`src/rtl/mac_pkg.sv`:
```
package mac_pkg;
   typedef enum logic [1:0] {
      OP_UMUL = 2'd0,
      OP_SMUL = 2'd1,
      OP_UMAC = 2'd2,
      OP_SMAC = 2'd3
   } mac_op_t;

   localparam int unsigned IDX_OPB = 4;
   localparam int unsigned IDX_LO  = 5;
   localparam int unsigned IDX_HI  = 6;
   localparam int unsigned IDX_EXT = 7;

   function automatic logic op_signed(input mac_op_t op);
      return op[0];
   endfunction

   function automatic logic op_accum(input mac_op_t op);
      return op[1];
   endfunction
endpackage

```
`src/rtl/mac_byte_ext.sv`:
```
module mac_byte_ext #(
   parameter int DATA_W = 16,
   parameter int BYTE_W = 8
) (
   input  logic [DATA_W-1:0] raw,
   input  logic              byte_en,
   input  logic              sign_en,
   output logic [DATA_W-1:0] value
);
   localparam int PAD_W = DATA_W - BYTE_W;

   generate
      if (PAD_W == 0) begin : g_same
         logic unused_ctl;
         assign unused_ctl = byte_en ^ sign_en;
         assign value = raw;
      end else begin : g_extend
         logic fill;
         assign fill  = sign_en & raw[BYTE_W-1];
         assign value = byte_en ? {{PAD_W{fill}}, raw[BYTE_W-1:0]} : raw;
      end
   endgenerate
endmodule

```
`src/rtl/mac_core.sv`:
```
module mac_core
   import mac_pkg::*;
#(
   parameter int DATA_W = 16
) (
   input  mac_op_t           op,
   input  logic [DATA_W-1:0] opa,
   input  logic [DATA_W-1:0] opb,
   input  logic [DATA_W-1:0] acc_lo,
   input  logic [DATA_W-1:0] acc_hi,
   output logic [DATA_W-1:0] res_lo,
   output logic [DATA_W-1:0] res_hi,
   output logic [DATA_W-1:0] res_ext
);
   localparam int PROD_W = 2 * DATA_W;

   logic [PROD_W-1:0] a_wide, b_wide, prod, acc, total;
   logic [PROD_W:0]   sum;
   logic              sgn;

   always_comb begin
      sgn    = op_signed(op);
      a_wide = {{DATA_W{sgn & opa[DATA_W-1]}}, opa};
      b_wide = {{DATA_W{sgn & opb[DATA_W-1]}}, opb};
      prod   = a_wide * b_wide;
      acc    = {acc_hi, acc_lo};
      sum    = {1'b0, acc} + {1'b0, prod};
      total  = op_accum(op) ? sum[PROD_W-1:0] : prod;
      res_lo = total[DATA_W-1:0];
      res_hi = total[PROD_W-1:DATA_W];
      if (sgn)
         res_ext = {DATA_W{total[PROD_W-1]}};
      else if (op_accum(op))
         res_ext = {{(DATA_W-1){1'b0}}, sum[PROD_W]};
      else
         res_ext = '0;
   end
endmodule

```
`src/rtl/mac_rdmux.sv`:
```
module mac_rdmux
   import mac_pkg::*;
#(
   parameter int DATA_W = 16,
   parameter int ADDR_W = 3
) (
   input  logic [ADDR_W-1:0] addr,
   input  logic [DATA_W-1:0] opa,
   input  logic [DATA_W-1:0] opb,
   input  logic [DATA_W-1:0] lo,
   input  logic [DATA_W-1:0] hi,
   input  logic [DATA_W-1:0] ext,
   output logic [DATA_W-1:0] rdata
);
   always_comb begin
      if (addr < ADDR_W'(IDX_OPB))          rdata = opa;
      else if (addr == ADDR_W'(IDX_OPB))    rdata = opb;
      else if (addr == ADDR_W'(IDX_LO))     rdata = lo;
      else if (addr == ADDR_W'(IDX_HI))     rdata = hi;
      else if (addr == ADDR_W'(IDX_EXT))    rdata = ext;
      else                                  rdata = '0;
   end
endmodule

```
`src/rtl/mac_periph.sv`:
```
module mac_periph
   import mac_pkg::*;
#(
   parameter int DATA_W = 16,
   parameter int BYTE_W = 8,
   parameter int ADDR_W = 3
) (
   input  logic              clk,
   input  logic              rst_n,
   input  logic [ADDR_W-1:0] bus_addr,
   input  logic              bus_we,
   input  logic              bus_byte,
   input  logic [DATA_W-1:0] bus_wdata,
   output logic [DATA_W-1:0] bus_rdata
);
   if (ADDR_W < 3) begin : g_bad_addr
      $error("mac_periph: ADDR_W must be at least 3");
   end
   if (BYTE_W < 1 || BYTE_W > DATA_W) begin : g_bad_byte
      $error("mac_periph: BYTE_W must lie in 1..DATA_W");
   end

   mac_op_t           mode_q;
   logic [DATA_W-1:0] opa_q, opb_q, lo_q, hi_q, ext_q;
   logic [DATA_W-1:0] opa_in, opb_in, res_in;
   logic [DATA_W-1:0] nx_lo, nx_hi, nx_ext;
   mac_op_t           sel_op;
   logic              wr_opa, wr_opb, wr_lo, wr_hi, wr_ext;

   assign sel_op = mac_op_t'(bus_addr[1:0]);
   assign wr_opa = bus_we && (bus_addr <  ADDR_W'(IDX_OPB));
   assign wr_opb = bus_we && (bus_addr == ADDR_W'(IDX_OPB));
   assign wr_lo  = bus_we && (bus_addr == ADDR_W'(IDX_LO));
   assign wr_hi  = bus_we && (bus_addr == ADDR_W'(IDX_HI));
   assign wr_ext = bus_we && (bus_addr == ADDR_W'(IDX_EXT));

   mac_byte_ext #(.DATA_W(DATA_W), .BYTE_W(BYTE_W)) u_ext_a (
      .raw(bus_wdata), .byte_en(bus_byte), .sign_en(op_signed(sel_op)), .value(opa_in));
   mac_byte_ext #(.DATA_W(DATA_W), .BYTE_W(BYTE_W)) u_ext_b (
      .raw(bus_wdata), .byte_en(bus_byte), .sign_en(op_signed(mode_q)), .value(opb_in));
   mac_byte_ext #(.DATA_W(DATA_W), .BYTE_W(BYTE_W)) u_ext_r (
      .raw(bus_wdata), .byte_en(bus_byte), .sign_en(1'b0), .value(res_in));

   mac_core #(.DATA_W(DATA_W)) u_core (
      .op(mode_q), .opa(opa_q), .opb(opb_in), .acc_lo(lo_q), .acc_hi(hi_q),
      .res_lo(nx_lo), .res_hi(nx_hi), .res_ext(nx_ext));

   always_ff @(posedge clk or negedge rst_n) begin
      if (!rst_n) begin
         mode_q <= OP_UMUL;
         opa_q  <= '0;
         opb_q  <= '0;
         lo_q   <= '0;
         hi_q   <= '0;
         ext_q  <= '0;
      end else begin
         if (wr_opa) begin
            mode_q <= sel_op;
            opa_q  <= opa_in;
         end
         if (wr_opb) begin
            opb_q <= opb_in;
            lo_q  <= nx_lo;
            hi_q  <= nx_hi;
            ext_q <= nx_ext;
         end
         if (wr_lo)  lo_q  <= res_in;
         if (wr_hi)  hi_q  <= res_in;
         if (wr_ext) ext_q <= res_in;
      end
   end

   mac_rdmux #(.DATA_W(DATA_W), .ADDR_W(ADDR_W)) u_rd (
      .addr(bus_addr), .opa(opa_q), .opb(opb_q), .lo(lo_q), .hi(hi_q), .ext(ext_q),
      .rdata(bus_rdata));
endmodule

```
`config.mk`:
```
export PLATFORM = sky130hd
export DESIGN_NAME = mac_periph
export DESIGN_NICKNAME = d
export VERILOG_FILES = /design/src/rtl/mac_pkg.sv /design/src/rtl/mac_byte_ext.sv /design/src/rtl/mac_core.sv /design/src/rtl/mac_rdmux.sv /design/src/rtl/mac_periph.sv
export SDC_FILE = /design/constraint.sdc
export NUM_CORES = 1
export LEC_CHECK = 0
export BUFFER_PORTS_ARGS = -buffer_cell sky130_fd_sc_hd__buf_2
export CORE_MARGIN = 2
export CORE_UTILIZATION = 50
export CTS_CLUSTER_SIZE = 8
export DETAILED_ROUTE_END_ITERATION = 10
export GPL_TIMING_DRIVEN = 0
export HOLD_SLACK_MARGIN = 0.06
export PLACE_DENSITY = 0.78
export SLEW_MARGIN = 20
export SYNTH_ARGS = -nofsm -noshare
export SYNTH_HDL_FRONTEND = slang
export SYNTH_SLANG_ARGS = --single-unit
```
`constraint.sdc`:
```
create_clock -name clk -period 11.38 [get_ports clk]
set_clock_uncertainty 0.15 [all_clocks]
set_input_delay 0.569 -clock clk [delete_from_list [all_inputs] [get_ports clk]]
set_output_delay 0.569 -clock clk [all_outputs]
set_load 0.02 [all_outputs]
```
; After elaboration in Yosys (flattened, before gate mapping)
; Cells that the tools add are included.
[totals]
word_cells = 42
ff_bits = 82
output_inout_bits = 16
inputBits = 23
[op_classes]
n_lt_le_gt_ge = 1
addsub = 1
n_reduce_logical = 8
n_bitwise = 4
n_mul = 1
eq_ne = 4
mux = 17
[op_table]
columns = cell, count
row1 = 16-bit 2-to-1 mux, 15
row2 = 32-bit by 32-bit adder with 33-bit output, 1
row3 = 17-bit by 17-bit multiplier with 32-bit output, 1
row4 = 32-bit 2-to-1 mux, 1
row5 = "3-bit equality test, second input constant", 4
row6 = 2-bit nonzero test, 3
row7 = 1-bit logical AND, 5
row8 = 1-bit AND, 4
row9 = "3-bit < comparator, second input constant", 1
row10 = 1-bit 2-to-1 mux, 1

; Longest topological paths before layout
[depth]
depth_word = 9
ltp_mapped = 37
mapped_depth_nobuf = 33

; Cells and area by module
; From an unflattened synthesis, not the netlist that was laid out.
[hier_totals]
cells_unflattened = 1890
area_unflattened_um2 = 17249.0
[modules_own_cells]
columns = module, cells_per_inst, area_per_inst_um2, seq_area_each_um2, instances
row1 = mac_core, 1446, 12726.0, 0.0, 1
row2 = mac_periph, 291, 3490.8, 2052.0, 1
row3 = mac_rdmux, 78, 611.8, 0.0, 1
row4 = mac_byte_ext, 25, 140.1, 0.0, 3

; Worst setup path after synthesis
; OpenSTA, ideal clock, no wires.
[synth_path]
path_kind = input port to flip-flop
startpoint = input port bus_byte
endpoint = register ext_q[10]
slack_ns = 3.365
n_path_buf = 3
path_stages = 33
arrival_time_ns = 7.739
required_ns = 11.104
setup_ns = 0.126
path_cell_list = clkbuf_1 -> nand2b_1 -> nand2_1 -> clkbuf_1 -> nand2_1 -> fa_1 -> inv_1 -> fa_1 -> fa_1 -> fa_1 -> fa_1 -> inv_1 -> fa_1 -> inv_1 -> ha_1 -> a21o_1 -> a21oi_1 -> o21bai_1 -> a21oi_1 -> a21oi_1 -> o41a_1 -> a31o_2 -> xnor2_1 -> inv_1 -> ha_1 -> and3_1 -> a31oi_1 -> nand2_1 -> nor3_1 -> nor3_1 -> o21a_4 -> buf_6 -> a221o_1
[synth_via]
elab_chain_len = 8
word_cells_on_any_way = 9
cone_classes = 1 x add/sub / 1 x mul / 6 x mux / 1 x bitwise
[synth_rtl]
columns = item, line
row1 = "start, declared", mac_periph.sv:12  ; input logic bus_byte,
row2 = 16-bit 2-to-1 mux, mac_byte_ext.sv:20  ; assign value = byte_en ? {{PAD_W{fill}}, raw[BYTE_W-1:0]} : raw;
row3 = 1-bit AND, mac_core.sv:24  ; b_wide = {{DATA_W{sgn & opb[DATA_W-1]}}, opb};
row4 = 17-bit by 17-bit multiplier with 32-bit output, mac_core.sv:25  ; prod = a_wide * b_wide;
row5 = 32-bit by 32-bit adder with 33-bit output, mac_core.sv:27  ; sum = {1'b0, acc} + {1'b0, prod};
row6 = 32-bit 2-to-1 mux, mac_core.sv:28  ; total = op_accum(op) ? sum[PROD_W-1:0] : prod;
row7 = 16-bit 2-to-1 mux, mac_core.sv:31  ; if (sgn)
row8 = 16-bit 2-to-1 mux, mac_periph.sv:61  ; if (wr_opb) begin
row9 = 16-bit 2-to-1 mux (*), mac_periph.sv:69  ; if (wr_ext) ext_q <= res_in;
row10 = "end signal, assigned", mac_periph.sv:65  ; ext_q <= nx_ext;
row11 = "end signal, assigned", mac_periph.sv:69
row12 = "end, declared", mac_periph.sv:24  ; logic [DATA_W-1:0] opa_q, opb_q, lo_q, hi_q, ext_q;
; Every way passes the cells marked *; elsewhere a longest branch is shown, timed or not. The select of a mux whose other input is x is not followed.
; A chain may end at the register's enable or synchronous reset.

; Worst setup path in the final report
[layout_path]
startpoint = register mode_q[0]
endpoint = register ext_q[13]
[layout_via]
elab_chain_len = 9
word_cells_on_any_way = 10
cone_classes = 1 x add/sub / 1 x mul / 5 x mux / 3 x bitwise
[layout_rtl]
columns = item, line
row1 = "start, declared", mac_periph.sv:23  ; mac_op_t mode_q;
row2 = "start signal, assigned", mac_periph.sv:58  ; mode_q <= sel_op;
row3 = 1-bit AND, mac_byte_ext.sv:19  ; assign fill = sign_en & raw[BYTE_W-1];
row4 = 16-bit 2-to-1 mux, mac_byte_ext.sv:20
row5 = 1-bit AND, mac_core.sv:24
row6 = 17-bit by 17-bit multiplier with 32-bit output, mac_core.sv:25
row7 = 32-bit by 32-bit adder with 33-bit output, mac_core.sv:27
row8 = 32-bit 2-to-1 mux, mac_core.sv:28
row9 = 16-bit 2-to-1 mux (*), mac_core.sv:31
row10 = 16-bit 2-to-1 mux (*), mac_periph.sv:61
row11 = 16-bit 2-to-1 mux (*), mac_periph.sv:69
; Marked as above.

==> run summary <==
Max-slew headroom = 35.4%
layout cells sized above 1 = 7.16%
synth unique cells = 76
DR pass1 iterations = 6
clock-pin slew on the worst setup and hold paths = 0.07 ns
Seq/Total Area, Yosys = 12.6%
CP Launch Type = register
Hold Fails Final Rpt = 0
RSZ-0062 raised after global routing = false
WP data arrival = 9.66 ns
max incr delay on CP = 0.55 ns
Tcrit/Tclk final = 83.7%
Mapped Cells = 1,774
clk sinks = 82
Post-Route WL = 47,700 µm
IO Port Bufs = 37
Synth Area in Compound Gates = 11.5%
Slowest cell on crit path = fa_1
IO Pins = 39
commonest cells after routing, fill and taps aside = inv_1 (315), fa_1 (283), nand2_1 (214)
die height = 185 µm
clk_lat worst skew = 0.36 ns
Post-CTS Setup Inserts = 0
die area = 34,100 µm²
max_cap viols = 0
Post-synth EDFFs = 0
final setup fails = 0
Core Rows = 66
first-pass GRT wire length = 75,900 µm
Avg Inst Size Synth = 9.19 µm²
Syn Nets = 2,195
Worst Tran Pin Value = 0.970 ns
placed wire-length estimate = 38,500 µm
Seq cells post-synth = 82
gpl congestion = 0.999
WHS = 0.334 ns
Post-CTS Hold Buffers = 1
initial antenna violation count = 2
hold crit path type = register to register
Post-Synth Adder-Cell Area = 43.6%
TritonCTS clock tree = built
crit-path most repeated cell = fa_1
GR Util All Layers = 29.5%
root buffer cell = clkbuf_16
post-cts resize count = 0
starting density of the core = 50.5%
fill count = 2,916
DR iter-0 viols = 1,317
crit end category = register
Top FF cell, synth = dfrtp_1
status = finished clean
critical path type = register to register
DR DRC count = 0
f_max = 105 MHz
Worst Path Required = 11.52 ns
fin crit period = 9.53 ns
Routed WL per cell = 21.0 µm
Simple-Gate Fraction of Synth Area = 14.7%
Antenna Nets Post-Route = 0
via count = 13,396
combinational family with the most area after synthesis = adder cells
H-tree depth = 3
Longest Clk Path Bufs = 2
Horiz. Die Dim = 185 µm
Synthesis Warnings = 0
largest net degree at the start of global routing = 52
# nets final = 2,245
mapped cell area = 16,300 µm²
TNS Setup = 0 ns
commonest non-fill, non-tap cell in the layout = inv_1
vias in the first global route = 13,841
Critical Path Fanout Max = 10
xor/xnor cell area share of the yosys netlist = 3.54%
Post-synth ARST share = 100%
mux cell area share after synthesis = 4.54%
routed vias/inst = 5.89
area of the core = 32,300 µm²
CTS Buf Count = 9
max-slew violation count = 0
Syn-to-layout area delta = 6.67%
total gr overflow = 0
path summary, 6_finish.rpt:
path / from / to / slack (ns) / cells after the start
min reg2reg: opb_q[6]$_DFFE_PN0P_ / opb_q[6]$_DFFE_PN0P_ / 0.33 / 2
max: mode_q[0]$_DFFE_PN0P_ / ext_q[13]$_DFFE_PN0P_ / 1.85 / 34
min: opb_q[6]$_DFFE_PN0P_ / opb_q[6]$_DFFE_PN0P_ / 0.33 / 2
max reg2reg: mode_q[0]$_DFFE_PN0P_ / ext_q[13]$_DFFE_PN0P_ / 1.85 / 34
max in group asynchronous: rst_n / opa_q[4]$_DFFE_PN0P_ / 9.91 / 3
min in group asynchronous: rst_n / opa_q[13]$_DFFE_PN0P_ / 0.55 / 2
logic make-up after synthesis:
logic type / after synthesis
simple gates: 498
buf+inv: 408
fa+ha+maj: 398
compound gates: 272
flops: 82
xor+xnor: 65
mux: 51
layout make-up:
type                            count  area (µm²)  share of cell area, %
Tap cell                          442         553                   3.18
Clock inverter                      6        65.1                  0.374
Inverter                          317        1190                   6.84
Antenna cell                        2        5.00                 0.0288
Sequential cell                    82        2050                   11.8
Clock buffer                       10         239                   1.37
Buffer                             91         360                   2.07
Multi-Input combinational cell   1284       12700                   73.0
Timing Repair Buffer               39         225                   1.30
stage by stage:
step           utilization (%)  setup WS [ns]  cells  area, µm²
3_3_place_gp              52.8           1.87   2253      17000
2_1_floorplan                -           3.36   1774      16300
5_1_grt                   53.8           1.43   2271      17400
3_5_place_dp              52.9           1.70   2254      17100
6_report                  53.9           1.85   2273      17400
4_1_cts                   53.8           1.94   2271      17400
metal layers:
metal	wire length [µm]	vias up	part of all wire, %	track usage (%)
li1	-	5763	-	-
met1	18600	6756	39	39.0
met2	22200	710	46	47.1
met3	4310	163	9.0	5.45
met4	2610	4	5.5	14.2
met5	24	-	0.050	0
critical path: cells and delay by family (launching register included):
| family | cells | cell delay, ns |
|---|---|---|
| adders and majority gates | 8 | 3.69 |
| AOI/OAI and AO/OA | 11 | 2.20 |
| and+or+nand+nor | 6 | 1.42 |
| buffers and inverters | 8 | 1.34 |
| DFF | 1 | 0.32 |
| xor gates and xnor gates | 1 | 0.28 |
synth_stat cells, types with 8 or more instances:
cell	n	area share, %
a211oi_1	11	0.51
a21o_1	19	0.88
a21oi_1	69	2.1
a221o_1	18	1.1
a22oi_1	12	0.55
a31oi_1	21	0.81
and2_1	118	4.5
and3_1	9	0.35
clkbuf_1	81	1.9
dfrtp_1	82	13
fa_1	283	35
ha_1	115	8.8
inv_1	315	7.3
mux2_2	24	1.7
mux2i_1	11	0.68
mux4_2	16	2.2
nand2_1	214	4.9
nand2b_1	19	0.73
nand3_1	13	0.40
nand4_1	8	0.31
nor2_1	70	1.6
nor2b_1	12	0.46
nor3_1	9	0.28
o211ai_1	11	0.51
o21a_1	10	0.46
o21ai_0	39	1.2
o21ai_1	10	0.31
o21bai_1	10	0.46
or2_2	10	0.38
xnor2_1	43	2.3
xor2_1	21	1.1
flip-flops by register name, indices dropped and copies added, names as in the netlist:
signal	count
ext_q	16
opa_q	16
lo_q	16
mode_q	2
opb_q	16
hi_q	16
Power is left out: the tool's default activity adds up to more than one toggle a clock period on the data nets, which glitch-free logic cannot reach.
